[config.mk]
export PLATFORM = sky130hd
export DESIGN_NAME = i2c_byte_master
export DESIGN_NICKNAME = d
export VERILOG_FILES = /design/src/rtl/i2cm_pkg.sv /design/src/rtl/i2cm_divider.sv /design/src/rtl/i2cm_shreg.sv /design/src/rtl/i2cm_cmd_pick.sv /design/src/rtl/i2c_byte_master.sv
export SDC_FILE = /design/constraint.sdc
export NUM_CORES = 1
export LEC_CHECK = 0
export CAP_MARGIN = 20
export CORE_ASPECT_RATIO = 0.75
export CORE_MARGIN = 4
export CORE_UTILIZATION = 52
export DETAILED_ROUTE_END_ITERATION = 10
export HOLD_SLACK_MARGIN = 0.05
export MAX_ROUTING_LAYER = met4
export PLACE_DENSITY_LB_ADDON = 0.1
export SLEW_MARGIN = 5
export SYNTH_ARGS = -nofsm -noshare
export SYNTH_HDL_FRONTEND = slang
export SYNTH_SLANG_ARGS = --single-unit
[constraint.sdc]
create_clock -name clk -period 3.11 [get_ports clk]
set_input_delay 0.311 -clock clk [delete_from_list [all_inputs] [get_ports clk]]
set_output_delay 0.311 -clock clk [all_outputs]
set_load 0.005 [all_outputs]
[src/rtl/i2cm_pkg.sv]
package i2cm_pkg;

  typedef enum logic [2:0] {
    OP_NONE  = 3'd0,
    OP_START = 3'd1,
    OP_STOP  = 3'd2,
    OP_WRITE = 3'd3,
    OP_READ  = 3'd4,
    OP_ACK   = 3'd5
  } op_e;

  typedef struct packed {
    logic scl_low;
    logic sda_low;
  } lines_t;

  // Bit slots per operation
  function automatic int op_bits(op_e op, int data_w);
    case (op)
      OP_WRITE: op_bits = data_w + 1;
      OP_READ:  op_bits = data_w;
      default:  op_bits = 1;
    endcase
  endfunction

  // Line levels for a quarter of the current bit
  function automatic lines_t quarter_lines(op_e op, logic [1:0] q, logic bit_low);
    lines_t l;
    case (op)
      OP_START: begin
        l.scl_low = (q >= 2'd2);
        l.sda_low = (q != 2'd0);
      end
      OP_STOP: begin
        l.scl_low = (q == 2'd0);
        l.sda_low = (q <= 2'd1);
      end
      default: begin
        l.scl_low = (q == 2'd0) || (q == 2'd3);
        l.sda_low = bit_low;
      end
    endcase
    return l;
  endfunction

endpackage

[src/rtl/i2cm_divider.sv]
module i2cm_divider #(
  parameter int DIV_W = 8
) (
  input  logic             clk,
  input  logic             rst_n,
  input  logic             run,
  input  logic [DIV_W-1:0] reload,
  output logic             tick
);
  logic [DIV_W-1:0] cnt;

  assign tick = run && (cnt == reload);

  always_ff @(posedge clk or negedge rst_n) begin
    if (!rst_n)            cnt <= '0;
    else if (!run || tick) cnt <= '0;
    else                   cnt <= cnt + 1'b1;
  end
endmodule

[src/rtl/i2cm_shreg.sv]
module i2cm_shreg #(
  parameter int W = 8
) (
  input  logic         clk,
  input  logic         rst_n,
  input  logic         load,
  input  logic [W-1:0] load_val,
  input  logic         shift,
  input  logic         shift_in,
  output logic [W-1:0] value,
  output logic         next_msb
);
  assign next_msb = value[W-2];

  always_ff @(posedge clk or negedge rst_n) begin
    if (!rst_n)     value <= '0;
    else if (load)  value <= load_val;
    else if (shift) value <= {value[W-2:0], shift_in};
  end
endmodule

[src/rtl/i2cm_cmd_pick.sv]
module i2cm_cmd_pick
  import i2cm_pkg::*;
(
  input  logic cmd_start,
  input  logic cmd_stop,
  input  logic cmd_write,
  input  logic cmd_read,
  input  logic cmd_ack,
  output op_e  sel
);
  // Fixed priority
  always_comb begin
    if (cmd_start)      sel = OP_START;
    else if (cmd_stop)  sel = OP_STOP;
    else if (cmd_write) sel = OP_WRITE;
    else if (cmd_read)  sel = OP_READ;
    else if (cmd_ack)   sel = OP_ACK;
    else                sel = OP_NONE;
  end
endmodule

[src/rtl/i2c_byte_master.sv]
module i2c_byte_master
  import i2cm_pkg::*;
#(
  parameter int DIV_W  = 8,
  parameter int DATA_W = 8
) (
  input  logic              clk,
  input  logic              rst_n,
  input  logic              cmd_start,
  input  logic              cmd_stop,
  input  logic              cmd_write,
  input  logic              cmd_read,
  input  logic              cmd_ack,
  input  logic [DATA_W-1:0] wr_data,
  input  logic              ack_value,
  input  logic [DIV_W-1:0]  reload,
  input  logic              sda_in,
  output logic              scl_drive_low,
  output logic              sda_drive_low,
  output logic              busy,
  output logic              done,
  output logic              collision,
  output logic              ack_status,
  output logic [DATA_W-1:0] rd_data
);
  localparam int CNT_W = $clog2(DATA_W + 2);

  op_e              sel, op;
  logic [1:0]       quarter;
  logic [CNT_W-1:0] bit_idx;
  logic             bit_low;
  lines_t           lines;
  logic             tick;
  logic [DATA_W-1:0] sh_value;
  logic             sh_next_msb;

  // Named internal events for the checker
  logic accept, q_end, sample_pt, last_bit, op_start_w, op_stop_w;
  logic first_low, next_low;

  i2cm_cmd_pick u_pick (
    .cmd_start(cmd_start), .cmd_stop(cmd_stop), .cmd_write(cmd_write),
    .cmd_read(cmd_read), .cmd_ack(cmd_ack), .sel(sel)
  );

  i2cm_divider #(.DIV_W(DIV_W)) u_div (
    .clk(clk), .rst_n(rst_n), .run(busy), .reload(reload), .tick(tick)
  );

  assign accept    = !busy && (sel != OP_NONE);
  assign q_end     = busy && tick && (quarter == 2'd3);
  assign sample_pt = busy && tick && (quarter == 2'd1);
  assign last_bit  = (bit_idx == CNT_W'(op_bits(op, DATA_W) - 1));
  assign op_start_w = (op == OP_START);
  assign op_stop_w  = (op == OP_STOP);

  i2cm_shreg #(.W(DATA_W)) u_sh (
    .clk(clk), .rst_n(rst_n),
    .load(accept && sel == OP_WRITE), .load_val(wr_data),
    .shift((op == OP_WRITE && q_end) || (op == OP_READ && sample_pt)),
    .shift_in(sda_in), .value(sh_value), .next_msb(sh_next_msb)
  );

  // SDA level of the first bit of an accepted command
  always_comb begin
    case (sel)
      OP_WRITE: first_low = !wr_data[DATA_W-1];
      OP_ACK:   first_low = !ack_value;
      default:  first_low = 1'b0;
    endcase
  end

  // SDA level of the next bit within a write; released on the ack slot
  assign next_low = (op == OP_WRITE) && (bit_idx < CNT_W'(DATA_W - 1)) && !sh_next_msb;

  assign scl_drive_low = lines.scl_low;
  assign sda_drive_low = lines.sda_low;

  always_ff @(posedge clk or negedge rst_n) begin
    if (!rst_n) begin
      busy       <= 1'b0;
      op         <= OP_NONE;
      quarter    <= 2'd0;
      bit_idx    <= '0;
      bit_low    <= 1'b0;
      lines      <= '0;
      done       <= 1'b0;
      collision  <= 1'b0;
      ack_status <= 1'b0;
      rd_data    <= '0;
    end else begin
      done      <= 1'b0;
      collision <= busy && cmd_write;
      if (accept) begin
        busy    <= 1'b1;
        op      <= sel;
        quarter <= 2'd0;
        bit_idx <= '0;
        bit_low <= first_low;
        lines   <= quarter_lines(sel, 2'd0, first_low);
      end else if (busy && tick) begin
        if (sample_pt && op == OP_WRITE && bit_idx == CNT_W'(DATA_W))
          ack_status <= sda_in;
        if (quarter == 2'd3) begin
          quarter <= 2'd0;
          if (last_bit) begin
            busy <= 1'b0;
            done <= 1'b1;
            if (op == OP_READ) rd_data <= sh_value;
          end else begin
            bit_idx <= bit_idx + 1'b1;
            bit_low <= next_low;
            lines   <= quarter_lines(op, 2'd0, next_low);
          end
        end else begin
          quarter <= quarter + 2'd1;
          lines   <= quarter_lines(op, quarter + 2'd1, bit_low);
        end
      end
    end
  end
endmodule

==> PnR_summary.wiki, run 1 <==
{| class="wikitable"
! Metric !! Value
|-
| Run status || finished clean
|-
| Site row count || 19
|-
| IR drop worst, VDD || 0.307 mV
|-
| I/O pins || 39
|-
| Endpoint required time on the critical path || 3.28 ns
|-
| Total number of yosys warnings || 0
|-
| Dominant cell type by area after synthesis || sky130_fd_sc_hd__dfrtp_1
|-
| Wire length of the first global-routing pass || 7.82 mm
|-
| Wire length reported by the detailed router || 4.58 mm
|-
| Wire length on met1 || 2.22 mm
|-
| CTS H-Tree Depth || 2
|-
| Number of flops mapped to enable cells by yosys || 0
|-
| Primary FF master, synth || sky130_fd_sc_hd__dfrtp_1
|-
| Largest cells by area after synthesis || sky130_fd_sc_hd__dfrtp_1, sky130_fd_sc_hd__xor2_1, sky130_fd_sc_hd__mux2_2
|-
| CTS Sinks || 40
|-
| Met3 Wirelength || 353 µm
|-
| Setup repair bufs after CTS || 0
|-
| Post-synthesis async set-or-reset flop share || 100%
|-
| Delay of the slowest critical-path stage || 0.57 ns
|-
| Cells after Synth || 205
|-
| Category of the worst setup path launch point || primary input
|-
| First-pass iteration count of the detailed router || 4
|-
| Met2 layer wire length in the routed design || 1.95 mm
|-
| Count of cell types in the netlist || 44
|-
| Layout cells sized above 1 || 10.9%
|-
| Type of the worst setup path || in -> reg
|-
| Total stage count of the critical path || 6
|-
| Die outline area || 5170 µm²
|-
| Crit path buffers/inverters || 1
|-
| Commonest cells after routing, fill and taps aside || sky130_fd_sc_hd__dfrtp_1, sky130_fd_sc_hd__clkdlybuf4s50_1, sky130_fd_sc_hd__nor2_1
|-
| Total of endpoints with negative setup slack in the final report || 0
|-
| Cell-by-cell trace of the critical path || clkdlybuf4s50_1, nor3_1, a21oi_1, a211oi_4, nor4b_4, mux2_2
|-
| Half-perimeter wire length after detailed placement || 3.36 mm
|-
| Minimum clock period after layout || 2.70 ns
|-
| Buffer type at the clock tree root || sky130_fd_sc_hd__clkbuf_8
|-
| Data arrival time of the worst path || 2.87 ns
|-
| Total of cells resized after clock tree synthesis || 0
|-
| Post-DR vias/cell || 5.62
|-
| Commonest non-fill, non-tap cell in the layout || sky130_fd_sc_hd__dfrtp_1
|-
| Clock transition time at the flip-flop clock pins of the worst setup and hold paths || 0.07 ns
|-
| Number of hold violations in the final report || 0
|-
| Total global routing track utilization || 20.1%
|-
| Remaining routing DRC violations || 0
|-
| Number of standard cells in the final layout excluding fillers || 299
|-
| Highest metal layer with signal wires || met4
|-
| Placeable Area || 3780 µm²
|-
| Clock latency on the worst-skew pair || 0.29 ns
|-
| Leak pwr || 1.23 nW
|-
| Final period util || 87.0%
|-
| Number of I/O port buffers || 38
|-
| Initial DRC Count || 69
|-
| Register-to-Register Path Depth || 5
|-
| Placed cell count || 292
|-
| Worst max-slew margin expressed relative to the limit || 41.2%
|-
| Starting density of the core || 56.1%
|-
| GPL Wtd Cong || 0.905
|-
| Layout Utilization || 70.3%
|-
| Final setup slack of the worst path || 0.406 ns
|-
| Routed wire length per instance || 15.3 µm
|-
| Clock Skew || 0.00779 ns
|-
| Critical Path Sink Type || flop
|-
| Actual slew at the worst max-slew pin || 0.882 ns
|-
| Number of max-slew violations in the final report || 0
|-
| Flops & latches, synth || 40
|-
| Die width || 81.7 µm
|-
| Total negative slack for setup checks || 0 ns
|-
| Max-capacitance violation count || 0
|-
| Cell with the largest stage delay on the worst path || sky130_fd_sc_hd__nor4b_4
|-
| Power per standard cell area || 514 nW/µm²
|-
| Path class of the lowest-slack min-delay path || in -> async
|-
| Family with the most delay on the worst path || simple AND/OR/NAND/NOR gates
|-
| Biggest fanout along the worst timing path || 9
|-
| Die extent in y || 63.3 µm
|-
| Total congestion overflow || 0
|-
| Vias after detailed routing || 1680
|-
| Largest net degree at the start of global routing || 41
|-
| Placement Setup Slack || 0.151 ns
|-
| CTS tree || built
|-
| Antenna violations before repair || 0
|-
| RSZ-0062 raised after global routing || false
|-
| Hold_buf cts || 0
|-
| Antenna diode instance count || 0
|-
| Number of buffers created by CTS || 5
|-
| Highest achievable clock rate || 370 MHz
|-
| Post-Synthesis Net Count || 236
|-
| Number of buffers on the longest clock path || 2
|-
| Synthesized area divided by synthesized cell count || 10.3 µm²
|-
| Antenna Nets Post-Route || 0
|-
| Portion of synthesized cell area occupied by the leading cell type || 47.2%
|-
| Post-synthesis sequential area ratio || 47.2%
|-
| Area of the mapped netlist || 2120 µm²
|-
| Vias in the first global route || 1647
|-
| Layout overhead on the synthesized area || 25.4%
|-
| Nets || 278
|}
report_power, final:
part	internal [W]	total, W	leakage, nW	switching [W]
registers	0.000595	0.000676	0.523	0.0000816
clock network	0.000198	0.000365	0.0503	0.000168
logic	0.000177	0.000324	0.658	0.000146
synth_stat cells, types with 2 or more instances:
library cell and instances:
sky130_fd_sc_hd__dfrtp_1 40, sky130_fd_sc_hd__nor2_1 18, sky130_fd_sc_hd__nand2_1 13, sky130_fd_sc_hd__xor2_1 13, sky130_fd_sc_hd__inv_1 12, sky130_fd_sc_hd__mux2_2 10
sky130_fd_sc_hd__a21oi_1 9, sky130_fd_sc_hd__o21ai_0 9, sky130_fd_sc_hd__mux2i_1 8, sky130_fd_sc_hd__nand3_1 8, sky130_fd_sc_hd__ha_1 6, sky130_fd_sc_hd__and3_1 4
sky130_fd_sc_hd__clkbuf_1 4, sky130_fd_sc_hd__o31ai_1 4, sky130_fd_sc_hd__nand2b_1 3, sky130_fd_sc_hd__nand4_1 3, sky130_fd_sc_hd__nor3_1 3, sky130_fd_sc_hd__nor4_1 3
sky130_fd_sc_hd__o22ai_1 3, sky130_fd_sc_hd__a211o_1 2, sky130_fd_sc_hd__a21o_1 2, sky130_fd_sc_hd__a22o_1 2, sky130_fd_sc_hd__buf_1 2, sky130_fd_sc_hd__nand3b_1 2
sky130_fd_sc_hd__or4_1 2, sky130_fd_sc_hd__xnor2_1 2
metrics by stage:
stage               instance area, µm²  power (W)  hold slack [ns]
floorplan                         2120   0.000877           0.0154
global placement                  2560   0.000998            0.466
detailed placement                2560    0.00101            0.484
CTS                               2660    0.00138            0.171
global route                      2660    0.00146            0.217
finish                            2660    0.00137            0.136
state kept, by name, indices dropped and copies added, names as in the netlist:
| name | cells |
|---|---|
| busy | 1 |
| op | 3 |
| bit_low | 1 |
| u_div.cnt | 8 |
| scl_drive_low | 1 |
| collision | 1 |
| ack_status | 1 |
| rd_data | 8 |
| u_sh.value | 8 |
| done | 1 |
| quarter | 2 |
| bit_idx | 4 |
| sda_drive_low | 1 |
path summary, 6_finish.rpt:
path	from	to	slack, ns
max in group asynchronous	rst_n	quarter[1]$_DFFE_PN0P_	2.41
min in group clk	rd_data[3]$_DFFE_PN0P_	rd_data[3]$_DFFE_PN0P_	0.51
min	rst_n	op[1]$_DFFE_PN0N_	0.14
max reg2reg	op[2]$_DFFE_PN0N_	rd_data[7]$_DFFE_PN0P_	0.49
max	cmd_write	rd_data[7]$_DFFE_PN0P_	0.41
min reg2reg	rd_data[3]$_DFFE_PN0P_	rd_data[3]$_DFFE_PN0P_	0.51
area by class of cell:
class / instances / area, µm²
clock buffer: 7 / 96.3
fill: 282 / 1120
inverter: 12 / 45.0
multi-input combinational: 146 / 1050
sequential: 40 / 1000
tap: 52 / 65.1
timing repair buffer: 42 / 405
routing by layer:
metal	track usage, %	vias up
met2	28.3	61
met4	6.22	0
met5	-	-
met1	28.5	798
met3	4.70	9
li1	-	812
cells by family (layout without fill, tap and decap cells):
family                     Yosys count  after routing  share of synthesized area (%)
and+or+nand+nor                     66             66                           16.9
AOI/OAI and AO/OA                   41             41                           13.6
DFF                                 40             40                           47.2
buffers and inverters               19             61                           3.42
muxes                               18             18                           9.09
xor gates and xnor gates            15             15                           6.20
adders and majority gates            6              6                           3.54
(Power assumes the default switching activity.)
==> run 2, diff against run 1 <==
--- a/config.mk
+++ b/config.mk
@@ -8,8 +8,10 @@
 export CAP_MARGIN = 20
 export CORE_ASPECT_RATIO = 0.75
 export CORE_MARGIN = 4
-export CORE_UTILIZATION = 52
+export CORE_UTILIZATION = 62
 export DETAILED_ROUTE_END_ITERATION = 10
+export DONT_BUFFER_PORTS = 1
+export GPL_TIMING_DRIVEN = 0
 export HOLD_SLACK_MARGIN = 0.05
 export MAX_ROUTING_LAYER = met4
 export PLACE_DENSITY_LB_ADDON = 0.1
==> run 2 against run 1 <==
  * Hold slack worse by 0.015 ns
  * Wire length down 3.3%
  * Critical path depth down 1
  * Clock power down 4%
  * Non-clock buffer count down 33
  * Via count down 6.8%
  * Sequential power up 0.7%
  * Clock-buffer cell count up 1
  * Core utilization down 0.71 points
  * Design area down 14%
  * Global-route usage up 3.4 points
  * Combinational power down 22%
  * Largest cell class unchanged
  * Largest power group unchanged
==> PnR_summary.wiki, run 2 (synthesis gave the netlist of run 1 again) <==
{| class="wikitable"
! Metric !! Value
|-
| Wire length of the first global-routing pass || 7.49 mm
|-
| Final period util || 85.8%
|-
| Capture point of the worst reg-to-reg path || rd_data[1]$_DFFE_PN0P_
|-
| Endpoint required time on the critical path || 3.28 ns
|-
| Number of filler instances in the final layout || 262
|-
| Remaining routing DRC violations || 0
|-
| Switching share of power || 29.8%
|-
| Routed wire length per instance || 17.4 µm
|-
| Worst Hold Slack || 0.122 ns
|-
| Number of buffers created by CTS || 5
|-
| CTS H-Tree Depth || 2
|-
| Net switching power || 0.000383 W
|-
| Layout overhead on the synthesized area || 8.03%
|-
| Largest net degree at the start of global routing || 41
|-
| Clock transition time at the flip-flop clock pins of the worst setup and hold paths || 0.07 ns
|-
| Vias after detailed routing || 1565
|-
| FF-to-FF setup slack || 0.44 ns
|-
| Total of endpoints with negative setup slack in the final report || 0
|-
| Leak pwr || 1.09 nW
|-
| Worst max-slew margin expressed relative to the limit || 53.6%
|-
| Clock network fraction of design power || 27.2%
|-
| GPL Wtd Cong || 0.881
|-
| Path class of the lowest-slack min-delay path || in -> reg
|-
| Vias in the first global route || 1610
|-
| Max-capacitance violation count || 0
|-
| Launch point of the worst reg-to-reg path || op[2]$_DFFE_PN0N_
|-
| Sequential cell fraction of total power || 53.0%
|-
| Leading registers by flop count || rd_data: 8 flops, u_div.cnt: 8 flops, u_sh.value: 8 flops
|-
| Post-DR vias/cell || 6.14
|-
| CTS tree || built
|-
| Met3 Wirelength || 365 µm
|-
| Die outline area || 4430 µm²
|-
| Number of hold violations in the final report || 0
|-
| Antenna Nets Post-Route || 0
|-
| Number of buffers on the longest clock path || 2
|-
| First-pass iteration count of the detailed router || 4
|-
| I/O pins || 39
|-
| Antenna diode instance count || 0
|-
| Cell Int Power || 0.000902 W
|-
| Run status || finished clean
|-
| Wire length reported by the detailed router || 4.43 mm
|-
| Wire length on met1 || 1.94 mm
|-
| Number of I/O port buffers || 0
|-
| Destination of the worst hold path || op[1]$_DFFE_PN0N_
|-
| Total Power || 0.00128 W
|-
| Initial DRC Count || 79
|-
| Register-to-Register Path Depth || 5
|-
| Minimum clock period after layout || 2.67 ns
|-
| Half-perimeter wire length after detailed placement || 3.19 mm
|-
| Layout cells sized above 1 || 10.7%
|-
| Clock latency on the worst-skew pair || 0.29 ns
|-
| Clock Skew || 0.00537 ns
|-
| IR drop worst, VDD || 0.369 mV
|-
| Highest achievable clock rate || 375 MHz
|-
| Data arrival time of the worst path || 2.84 ns
|-
| Total negative slack for setup checks || 0 ns
|-
| Total congestion overflow || 0
|-
| Commonest non-fill, non-tap cell in the layout || sky130_fd_sc_hd__dfrtp_1
|-
| Site row count || 18
|-
| Setup repair bufs after CTS || 0
|-
| Buffer type at the clock tree root || sky130_fd_sc_hd__clkbuf_8
|-
| Commonest cells after routing, fill and taps aside || sky130_fd_sc_hd__dfrtp_1, sky130_fd_sc_hd__nor2_1, sky130_fd_sc_hd__xor2_1, sky130_fd_sc_hd__nand2_1, sky130_fd_sc_hd__inv_1
|-
| Combinational group share of total power || 19.8%
|-
| Met2 layer wire length in the routed design || 2.07 mm
|-
| Power per standard cell area || 561 nW/µm²
|-
| Biggest fanout along the worst timing path || 9
|-
| Critical Path Sink Type || flop
|-
| Nets || 245
|-
| Starting density of the core || 64.5%
|-
| RSZ-0062 raised after global routing || false
|-
| Category of the worst setup path launch point || flop
|-
| Placeable Area || 3290 µm²
|-
| Type of the worst setup path || reg -> reg
|-
| Startpoint of the most critical hold path || cmd_start
|-
| Actual slew at the worst max-slew pin || 0.689 ns
|-
| Highest metal layer with signal wires || met4
|-
| Antenna violations before repair || 0
|-
| Number of max-slew violations in the final report || 0
|-
| Die width || 75.5 µm
|-
| CTS Sinks || 40
|-
| Total global routing track utilization || 23.5%
|-
| Hold Path Cell Cnt || 1
|-
| Die extent in y || 58.6 µm
|}
[run 2: changes by cell type in the layout (fill, tap and decap cells not counted), sizes merged]
cell	change
clkbuf	+5
buf	-1
dlygate4sd3	+1
clkdlybuf4s50	-37
[run 2: layer usage]
| layer | up-vias | GRT usage, % |
|---|---|---|
| met5 | - | - |
| met4 | 0 | 9.48 |
| met3 | 6 | 6.48 |
| met2 | 66 | 34.4 |
| met1 | 747 | 31.0 |
| li1 | 746 | - |
[run 2: how the worst max path moves through the flow]
stage / slack [ns] / start / to / cells after the start
CTS: 0.46 / op[2]$_DFFE_PN0N_ / rd_data[0]$_DFFE_PN0P_ / 5
global placement: 0.53 / op[2]$_DFFE_PN0N_ / rd_data[2]$_DFFE_PN0P_ / 5
detailed placement: 0.48 / op[2]$_DFFE_PN0N_ / rd_data[0]$_DFFE_PN0P_ / 5
finish: 0.44 / op[2]$_DFFE_PN0N_ / rd_data[1]$_DFFE_PN0P_ / 5
floorplan: 0.82 / op[2]$_DFFE_PN0N_ / rd_data[0]$_DFFE_PN0P_ / 5
global route: 0.30 / u_div.cnt[5]$_DFF_PN0_ / rd_data[0]$_DFFE_PN0P_ / 5
[run 2: cell type report]
| type | instances | area (µm²) | share of cell area [%] |
|---|---|---|---|
| buffer | 7 | 27.5 | 1.20 |
| timing repair buffer | 2 | 30.0 | 1.31 |
| inverter | 12 | 45.0 | 1.97 |
| sequential | 40 | 1000 | 43.7 |
| clock buffer | 8 | 90.1 | 3.93 |
| tap | 40 | 50.0 | 2.19 |
| multi-input combinational | 146 | 1050 | 45.7 |
[run 2: power groups by stage]
stage	combinational, W	clock [W]	sequential, W
floorplan	0.000207	0	0.000670
finish	0.000254	0.000350	0.000681
CTS	0.000257	0.000357	0.000683
global placement	0.000233	0	0.000684
global route	0.000298	0.000388	0.000694
detailed placement	0.000240	0	0.000693
[run 2: worst max-delay path: stages, from the launching register on]
cell and delay, ns:
sky130_fd_sc_hd__dfrtp_1 0.46, sky130_fd_sc_hd__nor3b_2 0.21, sky130_fd_sc_hd__or4_4 0.43, sky130_fd_sc_hd__a211oi_4 0.45
sky130_fd_sc_hd__nor4b_4 0.59, sky130_fd_sc_hd__mux2_2 0.40
[run 2: repair_timing]
item                                    CTS  global route
hold buffers                              2             0
gates resized for setup                   0             0
endpoints found under the setup margin    0             0
hold endpoints to repair                 40             0
[run 2: per-stage QoR]
step	area (µm²)	utilization, %	setup WS, ns	instances
final	2290	69.6	0.442	255
after global routing	2290	69.6	0.299	255
after CTS	2290	69.6	0.461	255
after detailed placement	2170	66.0	0.485	245
after global placement	2170	66.0	0.527	245
after floorplan	2120	-	0.816	205
